$ cat config.mk
export PLATFORM = sky130hd
export DESIGN_NAME = trim_sec_divider
export DESIGN_NICKNAME = d
export VERILOG_FILES = /design/src/rtl/trim_sec_pkg.sv /design/src/rtl/trim_sat_decode.sv /design/src/rtl/sec_tick_fsm.sv /design/src/rtl/trim_sec_divider.sv
export SDC_FILE = /design/constraint.sdc
export NUM_CORES = 1
export LEC_CHECK = 0
export BUFFER_PORTS_ARGS = -buffer_cell sky130_fd_sc_hd__buf_4
export CAP_MARGIN = 20
export CELL_PAD_IN_SITES_DETAIL_PLACEMENT = 1
export CELL_PAD_IN_SITES_GLOBAL_PLACEMENT = 1
export CORE_MARGIN = 8
export CORE_UTILIZATION = 40
export DETAILED_ROUTE_END_ITERATION = 7
export GPL_TIMING_DRIVEN = 0
export HOLD_SLACK_MARGIN = 0.15
export PLACE_DENSITY = 0.75
export SYNTH_ARGS = -nofsm -noshare
export SYNTH_HDL_FRONTEND = slang
export SYNTH_SLANG_ARGS = --single-unit
export TNS_END_PERCENT = 1
$ cat constraint.sdc
create_clock -name clk -period 2.6 [get_ports clk]
set_clock_uncertainty 0.1 [all_clocks]
set_input_delay 0.13 -clock clk [delete_from_list [all_inputs] [get_ports clk]]
set_output_delay 0.13 -clock clk [all_outputs]
set_load 0.03 [all_outputs]
$ cat src/rtl/trim_sec_pkg.sv
package trim_sec_pkg;

    typedef enum logic {
        ST_INIT  = 1'b0,
        ST_COUNT = 1'b1
    } sec_state_t;

endpackage

$ cat src/rtl/trim_sat_decode.sv
module trim_sat_decode #(
    parameter int MAG_W      = 4,
    parameter int MAX_MAG    = 10,
    parameter int BASE_COUNT = 32768,
    parameter int CNT_W      = 16
) (
    input  logic [MAG_W:0]   code_in,
    output logic [MAG_W:0]   code_sat,
    output logic [CNT_W-1:0] period
);

    logic [MAG_W-1:0] raw_mag;
    logic [MAG_W-1:0] sat_mag;
    logic             neg;

    always_comb begin
        raw_mag  = code_in[MAG_W-1:0];
        sat_mag  = (int'(raw_mag) > MAX_MAG) ? MAG_W'(MAX_MAG) : raw_mag;
        neg      = code_in[MAG_W] && (sat_mag != '0);
        code_sat = {neg, sat_mag};
        if (neg) begin
            period = CNT_W'(BASE_COUNT) + CNT_W'(sat_mag);
        end else begin
            period = CNT_W'(BASE_COUNT) - CNT_W'(sat_mag);
        end
    end

endmodule

$ cat src/rtl/sec_tick_fsm.sv
module sec_tick_fsm
    import trim_sec_pkg::*;
#(
    parameter int CNT_W = 16,
    parameter int CODE_W = 5
) (
    input  logic              clk,
    input  logic              rst,
    input  logic              osc_en,
    input  logic [CODE_W-1:0] next_code,
    input  logic [CNT_W-1:0]  next_period,
    output logic              sec_pulse,
    output logic [CODE_W-1:0] applied_code
);

    sec_state_t        state, state_nx;
    logic [CNT_W-1:0]  cnt;
    logic [CNT_W-1:0]  period_q;
    logic              at_end;

    assign at_end = (cnt == (period_q - 1'b1));

    // state register
    always_ff @(posedge clk) begin
        if (rst) begin
            state <= ST_INIT;
        end else begin
            state <= state_nx;
        end
    end

    // next-state logic
    always_comb begin
        state_nx = state;
        unique case (state)
            ST_INIT:  state_nx = ST_COUNT;
            ST_COUNT: state_nx = ST_COUNT;
            default:  state_nx = ST_INIT;
        endcase
    end

    // counter and trim latch
    always_ff @(posedge clk) begin
        if (rst) begin
            cnt          <= '0;
            period_q     <= '0;
            applied_code <= '0;
        end else begin
            unique case (state)
                ST_INIT: begin
                    cnt          <= '0;
                    period_q     <= next_period;
                    applied_code <= next_code;
                end
                ST_COUNT: begin
                    if (osc_en) begin
                        if (at_end) begin
                            cnt          <= '0;
                            period_q     <= next_period;
                            applied_code <= next_code;
                        end else begin
                            cnt <= cnt + 1'b1;
                        end
                    end
                end
                default: begin
                    cnt <= '0;
                end
            endcase
        end
    end

    // outputs
    always_comb begin
        sec_pulse = 1'b0;
        unique case (state)
            ST_INIT:  sec_pulse = 1'b0;
            ST_COUNT: sec_pulse = osc_en && at_end;
            default:  sec_pulse = 1'b0;
        endcase
    end

    AST_CNT_BOUND: assert property (@(posedge clk) disable iff (rst)
        (state == ST_COUNT) |-> (cnt < period_q));
    AST_HOLD_NO_STROBE: assert property (@(posedge clk) disable iff (rst)
        (state == ST_COUNT && !osc_en) |=> $stable(cnt));
    AST_READBACK_HOLD: assert property (@(posedge clk) disable iff (rst)
        (state == ST_COUNT && !sec_pulse) |=> $stable(applied_code));
    AST_PULSE_ONE_CYCLE: assert property (@(posedge clk) disable iff (rst)
        sec_pulse |=> !sec_pulse);

endmodule

$ cat src/rtl/trim_sec_divider.sv
module trim_sec_divider #(
    parameter int BASE_COUNT = 32768,
    parameter int MAX_MAG    = 10,
    parameter int MAG_W      = 4
) (
    input  logic             clk,
    input  logic             rst,
    input  logic             osc_en,
    input  logic [MAG_W:0]   trim_code,
    output logic             sec_pulse,
    output logic [MAG_W:0]   trim_applied
);

    localparam int CNT_W  = $clog2(BASE_COUNT + MAX_MAG + 1);
    localparam int CODE_W = MAG_W + 1;

    logic [CODE_W-1:0] code_sat;
    logic [CNT_W-1:0]  period;

    trim_sat_decode #(
        .MAG_W      (MAG_W),
        .MAX_MAG    (MAX_MAG),
        .BASE_COUNT (BASE_COUNT),
        .CNT_W      (CNT_W)
    ) u_decode (
        .code_in  (trim_code),
        .code_sat (code_sat),
        .period   (period)
    );

    sec_tick_fsm #(
        .CNT_W  (CNT_W),
        .CODE_W (CODE_W)
    ) u_fsm (
        .clk          (clk),
        .rst          (rst),
        .osc_en       (osc_en),
        .next_code    (code_sat),
        .next_period  (period),
        .sec_pulse    (sec_pulse),
        .applied_code (trim_applied)
    );

    AST_MAG_SAT: assert property (@(posedge clk) disable iff (rst)
        int'(trim_applied[MAG_W-1:0]) <= MAX_MAG);
    AST_ZERO_NORM: assert property (@(posedge clk) disable iff (rst)
        (trim_applied[MAG_W-1:0] == '0) |-> !trim_applied[MAG_W]);
    AST_PULSE_NEEDS_STROBE: assert property (@(posedge clk) disable iff (rst)
        sec_pulse |-> osc_en);

endmodule

* After elaboration in Yosys (flattened, before gate mapping)
Cells that the tools add are included.
Storage, ports and cells: flip-flop bits (word level) 38, logic and storage cells 30
Cells by class: $add $sub $neg 4, magnitude comparators 1, eq/ne operators 3, mux-type cells 13, bitwise operators 1, reductions and logical operators 4
Operator list (number):
- 2-to-1 mux 16 bit | 5
- one-hot mux 16 bit (2 select lines) | 2
- adder 16 x 1 -> 16 bit (second input constant) | 1
- adder 16 x 4 -> 16 bit (first input constant) | 1
- == test 16 bit | 1
- subtractor 16 x 1 -> 16 bit (second input constant) | 1
- subtractor 16 x 4 -> 16 bit (first input constant) | 1
- 2-to-1 mux 5 bit | 2
- one-hot mux 5 bit (2 select lines) | 1
- > comparator 4 bit (second input constant) | 1
- 2-to-1 mux 4 bit | 1
- inequality test 2 bit (second input constant) | 2
- nonzero test 4 bit | 1
- logical AND 1 bit | 2
- one-hot mux 1 bit (2 select lines) | 1
- AND reduction 2 bit | 1
- 2-to-1 mux 1 bit | 1
- inverter 1 bit | 1

* Logic depth before layout (Yosys ltp)
depth after elaboration 8, mapped depth 9, depth with buffers taken out 8

* Modules after synthesis
A second synthesis with hierarchy kept.
Unflattened totals: cell total of the unflattened synthesis 320, area total of the unflattened synthesis 2507.4 µm²
Modules (own cells, without submodules):
- sec_tick_fsm | times used 1, cells each 280, area an instance 2254.7 µm², sequential area each 760.7 µm²
- trim_sat_decode | times used 1, cells each 40, area an instance 252.7 µm², sequential area each 0.0 µm²

* Worst setup path after synthesis
OpenSTA, ideal clock, no wires.
path kind reg-to-reg, start point reg, netlist name u_fsm.applied_code[0], end point reg u_fsm.period_q[1], setup time 0.122 ns, arrival 2.113 ns, data required time 2.378 ns, slack 0.264 ns, cell stages (with the launch flop) 8, cells stage by stage dfxtp_1 > or4_4 > or4_1 > nand4_1 > nand4_1 > o21a_1 > buf_6 > mux2i_1
RTL lines:
- to (signal assigned) | RTL line sec_tick_fsm.sv:52 | period_q <= next_period;
- to (signal assigned) | RTL line sec_tick_fsm.sv:59 | period_q <= next_period;
- to (decl) | RTL line sec_tick_fsm.sv:18 | logic [CNT_W-1:0] period_q;

==> qor.txt <==
Hpwl dp = 3720 um
Antenna diodes = 0
Tot Pwr = 1.13 mW
Synth Flop Type = dfxtp_1
First-pass GRT wire length = 9150 um
Row count = 25
Clk_lat worst skew = 0.29 ns
Number of synthesized flops with an enable pin = 0
Clock sink count = 29
Total Neg Setup Slack = 0 ns
P&R area growth vs syn = 23.7%
Syn Area/Cell = 7.75 um2
Peak supply drop = 413 uV
I/O pins = 14
Lkg Pwr = 0.892 nW
Die H = 84.8 um
Synth area leaders = dfxtp_1 31%, mux2i_1 6.9%, nand2_1 6.0%
WHS Path Cells = 4
Crit share post-route = 99.9%
YS warnings = 0
Register area share after synthesis = 30.7%
Hold Path Sink = u_fsm.applied_code[2]$_SDFFE_PP0P_
Via density per instance = 5.67
Total CTS buffers = 5
Reg2Reg Depth = 6
Horiz. Die Dim = 84.8 um
Design area = 2340 um2
Synth Cell Area = 1890 um2
ANT nets after route = 0
Synth cell types = 46
Final Hold Fails = 0
Crit path kind = reg -> out
CTS tree = built
Slew HR = 59.4%
Worst Setup Slack, final = 0.00371 ns
Final setup fails = 0
DRC = 0
Vias in the first global route = 1910
Drt wl/cell = 16.2 um
Class of the worst hold path = in -> reg
Fin nets = 288
Clock buffer depth = 2
Yosys reg bits = 29
Core area = 4630 um2
Top-area cell type share of the netlist area = 30.7%
Max Cap Viol = 0
Tightest Pin Transition = 0.609 ns
Initial core utilization = 40.9%
Fmax = 385 MHz
Clock-pin slew on the worst setup and hold paths = 0.06 ns
Commonest cells after routing, fill and taps aside = 30 x nand2_1, 26 x dfxtp_1, 19 x buf_4
Placed insts = 311
Reg-to-reg endpoint = u_fsm.cnt[2]$_SDFFE_PP0P_
Arrival @ worst endpoint = 2.37 ns
Routed WL = 5350 um
Required time worst endpoint = 2.37 ns
Die ar. = 7190 um2
CP Max Fanout = 5
1st-iter DRT viols = 95
Largest net degree at the start of global routing = 11
Pre-CTS setup slack = -0.347 ns
Buffers on Ports = 13
Most common cell after layout, fill and taps aside = nand2_1
Cell count after synthesis = 244
Yosys top cell by area = dfxtp_1
Initial antenna violation count = 0
Hold Startpoint = trim_code[2]
Status = completed
RSZ-0062 raised after global routing = true
Remaining global-route overflow = 0
Layout cells sized above 1 = 16.2%
PD cells = 484 nW/um2
Util after Layout = 50.5%
Final min period = 2.60 ns
Hold WS = 0.189 ns
CP Capture Type = output port
GPL Wtd Cong = 0.797
Clock root cell = clkbuf_8
Post-Place Cell Area = 2060 um2
Htree depth = 2
Worst r2r src = u_fsm.applied_code[0]$_SDFFE_PP0P_
Slack of the worst reg-to-reg path = 0.06 ns
Final max-slew violation count = 0
Via count = 1876
Gr usage total = 15.7%
Syn_nets = 256
Layout Cells excl Fill = 331
Critical path launch point type = flop
Iteration count of the initial detailed-routing pass = 4
Ys async rst share = 0%
-- cells by family (layout without fill, tap and decap cells) --
family,after synthesis,in the layout,share of synthesized area (%)
DFF,29,29,30.7
muxes,15,15,8.07
buffers and inverters,25,58,5.56
xor gates and xnor gates,12,12,5.56
and+or+nand+nor,114,114,32.4
AOI/OAI and AO/OA,45,45,15.1
adders and majority gates,4,4,2.65
-- state kept, by name, indices dropped and copies added, names as in the netlist --
name,cells
u_fsm.state,1
u_fsm.applied_code,5
u_fsm.cnt,16
u_fsm.period_q,7
-- synthesized netlist by cell type, types with 4 or more instances --
cell type  count
a31oi_1        6
nand4_1        7
mux2i_1       13
or3_1          5
dfxtp_1       29
nor2_1        16
nand3_1       10
o21ai_0       15
a21oi_1        7
and3_1         8
inv_1          9
xnor2_1        9
o211ai_1       5
nand2_1       30
nor3_1         6
nor2b_1        6
ha_1           4
clkbuf_1      13
nor4_1         8
-- critical path: stages (launching register included) --
cell and delay [ns]:
dfxtp_4 0.37, or4_4 0.54, or4_1 0.42, nand4_1 0.17
nand4_1 0.14, nor2_2 0.16, and2_4 0.16, buf_6 0.12
-- layout make-up --
cell class	instances	area (um2)
clock buffers	7	96.3
repair buffers	25	206
inverters	10	37.5
fillers	578	2290
flip-flops and latches	29	587
multi-input cells	190	1260
plain buffers	15	77.6
clock inverters	1	5.00
well taps	54	67.6
-- power by group --
part	leakage (nW)	switching (mW)	internal, mW
clock network	0.0542	0.180	0.239
registers	0.238	0.0176	0.459
logic	0.600	0.133	0.103
-- routing by layer --
metal | GRT usage, % | vias to the layer above | routed length, um
met3 | 3.61 | 6 | 130
met2 | 25.3 | 17 | 2410
met4 | 4.85 | 0 | 67
met5 | 0 | - | 0
li1 | - | 951 | -
met1 | 20.1 | 902 | 2740
-- worst max-delay path by stage --
stage | startpoint | to | slack (ns) | cells past startpoint
detailed placement | u_fsm.applied_code[0]$_SDFFE_PP0P_ | u_fsm.cnt[2]$_SDFFE_PP0P_ | -0.35 | 8
finish | u_fsm.applied_code[0]$_SDFFE_PP0P_ | sec_pulse | 0.004 | 7
global placement | u_fsm.applied_code[0]$_SDFFE_PP0P_ | u_fsm.cnt[2]$_SDFFE_PP0P_ | -0.25 | 8
floorplan | u_fsm.applied_code[0]$_SDFFE_PP0P_ | u_fsm.period_q[1]$_SDFFE_PP0P_ | 0.26 | 7
global route | u_fsm.applied_code[0]$_SDFFE_PP0P_ | sec_pulse | -0.07 | 7
CTS | u_fsm.period_q[13]$_SDFFE_PP0P_ | sec_pulse | 0.002 | 8
-- timing repair --
| action | 4_1_cts | 5_1_grt |
|---|---|---|
| resized for setup | 9 | 11 |
| buffers inserted | 5 | 1 |
| hold buffers | 6 | 0 |
| endpoints found under the setup margin | 27 | 27 |
| endpoints found under the hold margin | 7 | 0 |
| pin swaps | 6 | 1 |
(Power assumes the default switching activity.)
